**config.mk**
```make
export PLATFORM = sky130hd
export DESIGN_NAME = rsv_store_buffer
export DESIGN_NICKNAME = d
export VERILOG_FILES = /design/src/rtl/rsv_pkg.sv /design/src/rtl/rsv_ring.sv /design/src/rtl/rsv_check.sv /design/src/rtl/rsv_err.sv /design/src/rtl/rsv_store_buffer.sv
export SDC_FILE = /design/constraint.sdc
export NUM_CORES = 1
export LEC_CHECK = 0
export BUFFER_PORTS_ARGS = -buffer_cell sky130_fd_sc_hd__buf_2
export CAP_MARGIN = 20
export CORE_MARGIN = 5
export CORE_UTILIZATION = 30
export CTS_BUF_LIST = sky130_fd_sc_hd__clkbuf_2
export DETAILED_ROUTE_END_ITERATION = 6
export HOLD_SLACK_MARGIN = 0.1
export PLACE_DENSITY = 0.52
export RECOVER_POWER = 100
export SYNTH_ARGS = -nofsm -noshare
export SYNTH_HDL_FRONTEND = slang
export SYNTH_SLANG_ARGS = --single-unit
```
**constraint.sdc**
```tcl
create_clock -name clk -period 14.38 [get_ports clk]
set_clock_uncertainty 0.15 [all_clocks]
set_input_delay 4.314 -clock clk [delete_from_list [all_inputs] [get_ports clk]]
set_output_delay 4.314 -clock clk [all_outputs]
set_load 0.005 [all_outputs]
```
**src/rtl/rsv_pkg.sv**
```systemverilog
package rsv_pkg;

   typedef enum logic [1:0] {
      ERR_NONE      = 2'b00,
      ERR_MISMATCH  = 2'b01,
      ERR_UNDERFLOW = 2'b10
   } err_kind_e;

endpackage

```
**src/rtl/rsv_ring.sv**
```systemverilog
// Circular store holder with three pointers: tail (next free slot),
// check (oldest unchecked store) and head (oldest checked store).
module rsv_ring #(
   parameter int ADDR_W = 16,
   parameter int DATA_W = 32,
   parameter int DEPTH  = 8,
   localparam int PTR_W = $clog2(DEPTH),
   localparam int CNT_W = $clog2(DEPTH + 1),
   localparam int ENT_W = ADDR_W + DATA_W
) (
   input  logic             clk,
   input  logic             rst_n,
   input  logic             clr,
   input  logic             push,
   input  logic [ENT_W-1:0] push_ent,
   input  logic             chk_adv,
   input  logic             pop,
   output logic [ENT_W-1:0] head_ent,
   output logic [ENT_W-1:0] chk_ent,
   output logic [CNT_W-1:0] n_tot,
   output logic [CNT_W-1:0] n_unchk
);

   localparam bit             IS_POW2 = (DEPTH & (DEPTH - 1)) == 0;
   localparam logic [PTR_W-1:0] LAST  = PTR_W'(DEPTH - 1);

   if (DEPTH < 2) begin : g_bad_depth
      $error("rsv_ring: DEPTH must be at least 2");
   end
   if (ADDR_W < 1 || DATA_W < 1) begin : g_bad_width
      $error("rsv_ring: ADDR_W and DATA_W must be positive");
   end

   logic [ENT_W-1:0] slot_q [DEPTH];
   logic [PTR_W-1:0] tail_q, chk_q, head_q;
   logic [PTR_W-1:0] tail_nx, chk_nx, head_nx;
   logic [CNT_W-1:0] n_tot_q, n_unchk_q;

   // Pointer advance: free wrap for power-of-two depths, explicit wrap otherwise.
   if (IS_POW2) begin : g_wrap_free
      assign tail_nx = tail_q + PTR_W'(1);
      assign chk_nx  = chk_q  + PTR_W'(1);
      assign head_nx = head_q + PTR_W'(1);
   end else begin : g_wrap_cmp
      assign tail_nx = (tail_q == LAST) ? '0 : tail_q + PTR_W'(1);
      assign chk_nx  = (chk_q  == LAST) ? '0 : chk_q  + PTR_W'(1);
      assign head_nx = (head_q == LAST) ? '0 : head_q + PTR_W'(1);
   end

   always_ff @(posedge clk) begin
      if (push && !clr) begin
         slot_q[tail_q] <= push_ent;
      end
   end

   always_ff @(posedge clk) begin
      if (!rst_n || clr) begin
         tail_q    <= '0;
         chk_q     <= '0;
         head_q    <= '0;
         n_tot_q   <= '0;
         n_unchk_q <= '0;
      end else begin
         if (push)    tail_q <= tail_nx;
         if (chk_adv) chk_q  <= chk_nx;
         if (pop)     head_q <= head_nx;
         n_tot_q   <= n_tot_q   + CNT_W'(push) - CNT_W'(pop);
         n_unchk_q <= n_unchk_q + CNT_W'(push) - CNT_W'(chk_adv);
      end
   end

   assign head_ent = slot_q[head_q];
   assign chk_ent  = slot_q[chk_q];
   assign n_tot    = n_tot_q;
   assign n_unchk  = n_unchk_q;

   AST_NO_OVERFLOW: assert property (@(posedge clk) disable iff (!rst_n || clr)
      push |-> (n_tot_q < CNT_W'(DEPTH)));
   AST_CNT_BOUND: assert property (@(posedge clk) disable iff (!rst_n)
      (n_tot_q <= CNT_W'(DEPTH)) && (n_unchk_q <= n_tot_q));
   AST_MATCH_ADV: assert property (@(posedge clk) disable iff (!rst_n || clr)
      chk_adv |=> (n_unchk_q == $past(n_unchk_q) + CNT_W'($past(push)) - CNT_W'(1)));
   AST_POP_HAS_CHECKED: assert property (@(posedge clk) disable iff (!rst_n || clr)
      pop |-> (n_tot_q != n_unchk_q));

endmodule

```
**src/rtl/rsv_check.sv**
```systemverilog
// Compares a trailing store copy with the oldest unchecked leading store.
module rsv_check #(
   parameter int ADDR_W = 16,
   parameter int DATA_W = 32,
   parameter int CNT_W  = 4,
   localparam int ENT_W = ADDR_W + DATA_W
) (
   input  logic             trail_valid,
   input  logic [ENT_W-1:0] trail_ent,
   input  logic [ENT_W-1:0] chk_ent,
   input  logic [CNT_W-1:0] n_unchk,
   input  logic             frozen,
   output logic             chk_adv,
   output logic             set_mis,
   output logic             set_und
);

   logic active, have_unchk, addr_eq, data_eq;

   assign active     = trail_valid && !frozen;
   assign have_unchk = (n_unchk != '0);
   assign addr_eq    = (trail_ent[ENT_W-1:DATA_W] == chk_ent[ENT_W-1:DATA_W]);
   assign data_eq    = (trail_ent[DATA_W-1:0]     == chk_ent[DATA_W-1:0]);

   always_comb begin
      chk_adv = 1'b0;
      set_mis = 1'b0;
      set_und = 1'b0;
      if (active) begin
         if (!have_unchk)            set_und = 1'b1;
         else if (addr_eq && data_eq) chk_adv = 1'b1;
         else                        set_mis = 1'b1;
      end
   end

endmodule

```
**src/rtl/rsv_err.sv**
```systemverilog
// Sticky error register that keeps the first error kind until clear.
module rsv_err
   import rsv_pkg::*;
(
   input  logic      clk,
   input  logic      rst_n,
   input  logic      clr,
   input  logic      set_mis,
   input  logic      set_und,
   output logic      err_flag,
   output err_kind_e err_kind
);

   logic      err_q;
   err_kind_e kind_q;

   always_ff @(posedge clk) begin
      if (!rst_n || clr) begin
         err_q  <= 1'b0;
         kind_q <= ERR_NONE;
      end else if (!err_q) begin
         if (set_mis) begin
            err_q  <= 1'b1;
            kind_q <= ERR_MISMATCH;
         end else if (set_und) begin
            err_q  <= 1'b1;
            kind_q <= ERR_UNDERFLOW;
         end
      end
   end

   assign err_flag = err_q;
   assign err_kind = kind_q;

   AST_ERR_STICKY: assert property (@(posedge clk) disable iff (!rst_n)
      (err_q && !clr) |=> (err_q && $stable(kind_q)));
   AST_ERR_CLEAR: assert property (@(posedge clk) disable iff (!rst_n)
      clr |=> (!err_q && kind_q == ERR_NONE));

endmodule

```
**src/rtl/rsv_store_buffer.sv**
```systemverilog
module rsv_store_buffer #(
   parameter int ADDR_W = 16,
   parameter int DATA_W = 32,
   parameter int DEPTH  = 8
) (
   input  logic              clk,
   input  logic              rst_n,
   input  logic              clr,
   input  logic              lead_valid,
   output logic              lead_ready,
   input  logic [ADDR_W-1:0] lead_addr,
   input  logic [DATA_W-1:0] lead_data,
   input  logic              trail_valid,
   input  logic [ADDR_W-1:0] trail_addr,
   input  logic [DATA_W-1:0] trail_data,
   output logic              mem_valid,
   input  logic              mem_ready,
   output logic [ADDR_W-1:0] mem_addr,
   output logic [DATA_W-1:0] mem_data,
   output logic              buf_empty,
   output logic              err_flag,
   output logic [1:0]        err_kind
);

   localparam int CNT_W = $clog2(DEPTH + 1);
   localparam int ENT_W = ADDR_W + DATA_W;

   logic [ENT_W-1:0] head_ent, chk_ent;
   logic [CNT_W-1:0] n_tot, n_unchk;
   logic             push, pop, chk_adv, set_mis, set_und, err_w;
   rsv_pkg::err_kind_e kind_w;

   assign lead_ready = (n_tot != CNT_W'(DEPTH)) && !err_w;
   assign push       = lead_valid && lead_ready;
   assign mem_valid  = (n_tot != n_unchk) && !err_w;
   assign pop        = mem_valid && mem_ready;

   rsv_ring #(.ADDR_W(ADDR_W), .DATA_W(DATA_W), .DEPTH(DEPTH)) ring_i (
      .clk      (clk),
      .rst_n    (rst_n),
      .clr      (clr),
      .push     (push),
      .push_ent ({lead_addr, lead_data}),
      .chk_adv  (chk_adv),
      .pop      (pop),
      .head_ent (head_ent),
      .chk_ent  (chk_ent),
      .n_tot    (n_tot),
      .n_unchk  (n_unchk)
   );

   rsv_check #(.ADDR_W(ADDR_W), .DATA_W(DATA_W), .CNT_W(CNT_W)) check_i (
      .trail_valid (trail_valid),
      .trail_ent   ({trail_addr, trail_data}),
      .chk_ent     (chk_ent),
      .n_unchk     (n_unchk),
      .frozen      (err_w),
      .chk_adv     (chk_adv),
      .set_mis     (set_mis),
      .set_und     (set_und)
   );

   rsv_err err_i (
      .clk      (clk),
      .rst_n    (rst_n),
      .clr      (clr),
      .set_mis  (set_mis),
      .set_und  (set_und),
      .err_flag (err_w),
      .err_kind (kind_w)
   );

   assign mem_addr  = head_ent[ENT_W-1:DATA_W];
   assign mem_data  = head_ent[DATA_W-1:0];
   assign buf_empty = (n_tot == '0);
   assign err_flag  = err_w;
   assign err_kind  = kind_w;

   AST_HOLD_HEAD: assert property (@(posedge clk) disable iff (!rst_n || clr)
      (mem_valid && !mem_ready && !set_mis && !set_und) |=>
      (mem_valid && $stable(mem_addr) && $stable(mem_data)));
   AST_FROZEN_STATE: assert property (@(posedge clk) disable iff (!rst_n || clr)
      err_flag |=> $stable(n_tot) && $stable(n_unchk));
   AST_UNDERFLOW: assert property (@(posedge clk) disable iff (!rst_n || clr)
      (trail_valid && n_unchk == '0 && !err_flag) |=> (err_flag && err_kind == 2'b10));
   AST_MISMATCH: assert property (@(posedge clk) disable iff (!rst_n || clr)
      (trail_valid && n_unchk != '0 && !err_flag && !chk_adv) |=>
      (err_flag && err_kind == 2'b01));

endmodule

```
# --- Word-level counts from Yosys, hierarchy flattened ---
# Memories as Yosys holds them, arrays and structs flattened. A register that Yosys moved wholly into a read port is not among the register bits.
# Cells that the tools add are included.
classes:
  addsub: 7
  n_eq_ne: 4
  n_mux: 19
  bitwise_logic: 1
  reduce_logical: 15
ops:
  columns: ["operator", "n"]
  rows:
  - ["equality test 32 bit", 1]
  - ["equality test 16 bit", 1]
  - ["2-to-1 mux 1 bit", 13]
  - ["2-to-1 mux 3 bit", 4]
  - ["adder 3 x 1 -> 3 bit, second input constant", 3]
  - ["adder 4 x 1 -> 4 bit", 2]
  - ["subtractor 4 x 1 -> 4 bit", 2]
  - ["logical AND 1 bit", 7]
  - ["zero test 4 bit", 1]
  - ["2-to-1 mux 2 bit", 2]
  - ["!= test 4 bit", 1]
  - ["!= test 4 bit, second input constant", 1]
  - ["nonzero test 4 bit", 1]
  - ["zero test 1 bit", 3]
  - ["AND reduction 2 bit", 1]
  - ["nonzero test 2 bit", 1]
  - ["logical OR 1 bit", 1]
  - ["NOT 1 bit", 1]
totals:
  regBits: 20
  mem_bits_rw: 384
  inputBits: 102
  out_inout_bits: 54
  elab_cells: 54
  memories: 1
mem_list:
  columns: ["name", "depth", "word_bits", "rd", "rd_clocked_by_memory_dff", "wr", "line_no", "text"]
  rows:
  - ["ring_i.slot_q", 8, 48, 2, 2, 1, "rsv_ring.sv:34", "logic [ENT_W-1:0] slot_q [DEPTH];"]

# --- Depth between registers and ports, before layout ---
depth:
  ltp_word: 7
  ltp_mapped: 17
  depth_no_buf: 13

# --- Cells and area by module ---
# A second synthesis with hierarchy kept.
hier_totals:
  hier_cells: 926
  hier_area_um2: 19322.3
modules_own_cells:
  columns: ["mod", "n_inst", "cells_each", "area_per_inst_um2", "seq_area_each_um2"]
  rows:
  - ["rsv_ring", 1, 833, 18557.8, 11991.5]
  - ["rsv_check", 1, 69, 564.3, 0.0]
  - ["rsv_err", 1, 12, 113.9, 60.1]
  - ["rsv_store_buffer", 1, 12, 86.3, 0.0]

# --- Worst setup path before layout ---
# Ideal clock, no wire load.
synth_timing:
  kind: "input port to flip-flop"
  startpoint: "input port lead_valid"
  endpoint: "memory ring_i.slot_q[0][0] in the netlist's numbering (enable)"
  setup_ns: 0.573
  t_arrival_ns: 9.363
  setup_slack_ns: 4.295
  cell_stages: 4
  path_cell_list: "and2_1 -> clkbuf_1 -> nand2b_1 -> nor4_1"
synth_between:
  elab_chain_cells: 4
synth_lines:
  columns: ["item", "line_no", "text"]
  rows:
  - ["from (decl)", "rsv_store_buffer.sv:9", "input logic lead_valid,"]
  - ["logical AND 1 bit", "rsv_store_buffer.sv:34", "assign push = lead_valid && lead_ready;"]
  - ["via push", "rsv_store_buffer.sv:30", "logic push, pop, chk_adv, set_mis, set_und, err_w;"]
  - ["logical AND 1 bit", "rsv_ring.sv:51", "if (push && !clr) begin"]
  - ["2-to-1 mux 1 bit", "rsv_ring.sv:51", null]
  - ["2-to-1 mux 1 bit (implied by the code)", "rsv_ring.sv:52", "slot_q[tail_q] <= push_ent;"]
  - ["to (decl)", "rsv_ring.sv:34", null]
# The timed path passes the listed nets, and every way through them passes these cells.

==> key figures <==
Worst setup path
  – Critical Path Max Stage Delay: 3.15 ns
  – Top delay family on crit path: buffers and inverters
  – Crit path cell chain: clkbuf_1 > mux4_2 > mux2_1 > buf_2
  – Crit path buf inv count: 2
  – Crit. End Element: output pin
  – Worst Path Required: 9.92 ns
  – Worst-path cell with the longest stage delay: clkbuf_1
  – Biggest fanout along the worst timing path: 64
  – Type of the worst setup path: reg -> out
  – Data arrival at the endpoint of the critical path: 6.20 ns
  – Nature of the critical path startpoint: flop

Global route
  – Global-route wire length before repair: 77400 µm
  – Via count of the first global-routing pass: 11.7k
  – Antenna violations before repair: 12
  – Total congestion overflow after global routing: 0
  – Largest net degree at the start of global routing: 65
  – Overall fraction of global-route tracks in use: 14.9%

CTS
  – H-tree depth: 3
  – Hold buffer count at CTS: 0
  – Number of buffers inserted during clock tree synthesis: 108
  – Gates resized, CTS repair: 0
  – Latest clock arrival within the worst-skew pair: 1.09 ns
  – Post-CTS Setup Inserts: 0
  – Total number of clock tree sinks: 410
  – Clock transition at the register clock pins on the worst setup and hold paths after CTS: 0.10 ns
  – Maximum clock insertion buffer count: 3
  – Root Buffer: clkbuf_2
  – CTS tree: yes

Drt
  – Vias per Instance: 4.96
  – Routed length per placed instance: 23.9 µm
  – Overall routed net length: 52600 µm
  – DRC errors left: 0
  – Antenna viol nets, final: 0
  – Violation count after the first detailed-routing iteration: 712
  – Initial DRT Pass Iterations: 5
  – Via count of the routed design: 10.9k

Logic synthesis
  – Flip-flop and latch count after synthesis: 410
  – Post-synthesis average cell area: 18.3 µm²
  – Number of standard cells after synthesis: 1047
  – Fraction of the yosys area taken by sequential cells: 62.9%
  – Warning count from the yosys run: 0
  – Post-synth top area cell: edfxtp_1
  – Number of unique standard cell types used by synthesis: 43
  – Largest cells by area after synthesis: edfxtp_1 60%, mux4_2 17%, mux2i_1 6.5%
  – Share of synthesized flip-flops with an asynchronous set or reset: 0%
  – Net count after synthesis: 1164
  – Proportion of netlist area held by the largest area contributor: 60.2%
  – Main synth FF type: edfxtp_1
  – Count of flip-flops with a built-in enable after synthesis: 384
  – Netlist Area Pre-Place: 19200 µm²

STA
  – Final Setup Violations: 0
  – Crit share post-route: 74.2%
  – Final period demand of the worst path: 10.67 ns
  – Worst hold slack: 0.325 ns
  – Worst slew slack as a fraction of its limit: -196%
  – Sum of negative setup slack: 0 ns
  – Count of pins over their slew limit: 491
  – Worst-margin pin slew: 4.44 ns
  – RSZ-0062 raised after global routing: no
  – Max Fclk: 93.8 MHz
  – Worst path setup slack after routing: 3.71 ns
  – Hold Fails Final Rpt: 0

Placement
  – Total of buffers placed on input and output ports: 155
  – Post-placement cell count: 2005
  – Standard cell area after detailed placement: 20900 µm²
  – Pre-CTS setup slack: 6.75 ns
  – Final RePlAce weighted congestion: 0.742
  – Detailed placement HPWL: 31800 µm

Final layout
  – Number of nets in the final layout: 1386
  – Most used cells in the layout excluding fill and tap cells: 384 x edfxtp_1, 154 x clkbuf_2, 144 x mux4_2
  – Area overhead of the layout relative to synthesis: 13.5%
  – Filler Cell Count: 6104
  – Share of cells above drive strength 1: 32.9%
  – Area of the multi-input gates: 6760 µm²
  – Layout Utilization: 34.4%
  – Most common library cell in the layout ignoring fill and taps: edfxtp_1
  – Non-filler cells, final: 2200
  – Sequential cell area: 12100 µm²
  – Final Instance Area: 21700 µm²

Run status
  – Run status: finished with violations
  – Violations in the final reports: capacitance limit, slew limit

Pwr
  – Power consumption: 2.44 mW
  – Peak ir drop on the vdd network: 0.0397 mV
  – LEAKAGE: 6.75 nW
  – Power density over cell area: 112 nW/µm²

Floorplanning
  – Core area: 63200 µm²
  – Number of top-level pins: 156
  – Die Wd: 263 µm
  – Die Area: 69000 µm²
  – Site Rows: 92
  – Initial standard-cell utilization of the core: 30.3%
  – DIE HEIGHT: 263 µm

Flow run
  – MaxCap Viol Count: 17

Hold path
  – Tightest Hold Check Type: reg -> reg
==> worst paths after layout <==
kind                   startpoint                   end  slack, ns  cells after the start
setup / recovery             flop           mem_addr[7]       3.71                      4
setup reg to reg  ring_i.n_tot[2]  ring_i.slot_q[6][27]       8.25                      7
hold / removal    ring_i.chk_q[1]                  flop       0.32                      2
hold reg to reg   ring_i.chk_q[1]                  flop       0.32                      2
==> Yosys cell counts (all sizes together), types with 8 or more instances <==
cell type,instances
a21oi,25
a22oi,40
and3,16
buf,30
clkbuf,36
dfxtp,26
edfxtp,384
ha,13
inv,11
mux2,48
mux2i,124
mux4,144
nand2,16
nand4,8
nor2,29
o22a,8
xnor2,12
xor2,32
==> metal layers <==
metal / routed length (µm) / GRT usage, % / vias up / part of all wire (%)
li1: - / - / 4859 / -
met1: 23300 / 19.9 / 5674 / 44
met2: 25000 / 24.0 / 286 / 48
met3: 3080 / 3.78 / 86 / 5.9
met4: 1100 / 5.03 / 10 / 2.1
met5: 62 / 0 / - / 0.12
==> report_power, final <==
group	internal, mW	switching, mW	total, mW	leakage [nW]
combinational	0.138	0.138	0.277	2.32
sequential	1.33	0.0205	1.35	3.68
clock	0.340	0.475	0.815	0.752
total	1.80	0.634	2.44	6.75
==> registers in the layout (all words and copies together), names as in the netlist, named ones only <==
signal / flops
ring_i.n_unchk: 4
ring_i.head_q: 3
ring_i.slot_q: 384
ring_i.chk_q: 3
err_i.err_flag: 1
err_i.err_kind: 2
ring_i.tail_q: 3
ring_i.n_tot: 4
==> kinds of logic (layout without fill, tap and decap cells) <==
| family | Yosys count | in the layout | synth area share [%] |
|---|---|---|---|
| AOI/OAI and AO/OA | 90 | 90 | 3.31 |
| xor gates and xnor gates | 44 | 44 | 2.01 |
| adders and majority gates | 15 | 15 | 1.06 |
| buffers and inverters | 77 | 378 | 1.86 |
| DFF | 410 | 410 | 62.9 |
| muxes | 316 | 316 | 26.2 |
| other | 0 | 6 | 0 |
| and+or+nand+nor | 95 | 95 | 2.66 |
==> layout make-up <==
cell class / count / area share, %
inverters: 11 / 0.190
multi-input cells: 560 / 31.1
diodes: 6 / 0.0690
flip-flops and latches: 410 / 55.5
clock buffers: 153 / 3.52
well taps: 846 / 4.87
repair buffers: 178 / 3.77
clock inverters: 36 / 1.02
==> worst min-delay path, stage by stage, from the launching register on <==
cell and delay, ns:
dfxtp_1 0.32, nand2_1 0.07, mux2i_1 0.06
(Power assumes the default switching activity.)
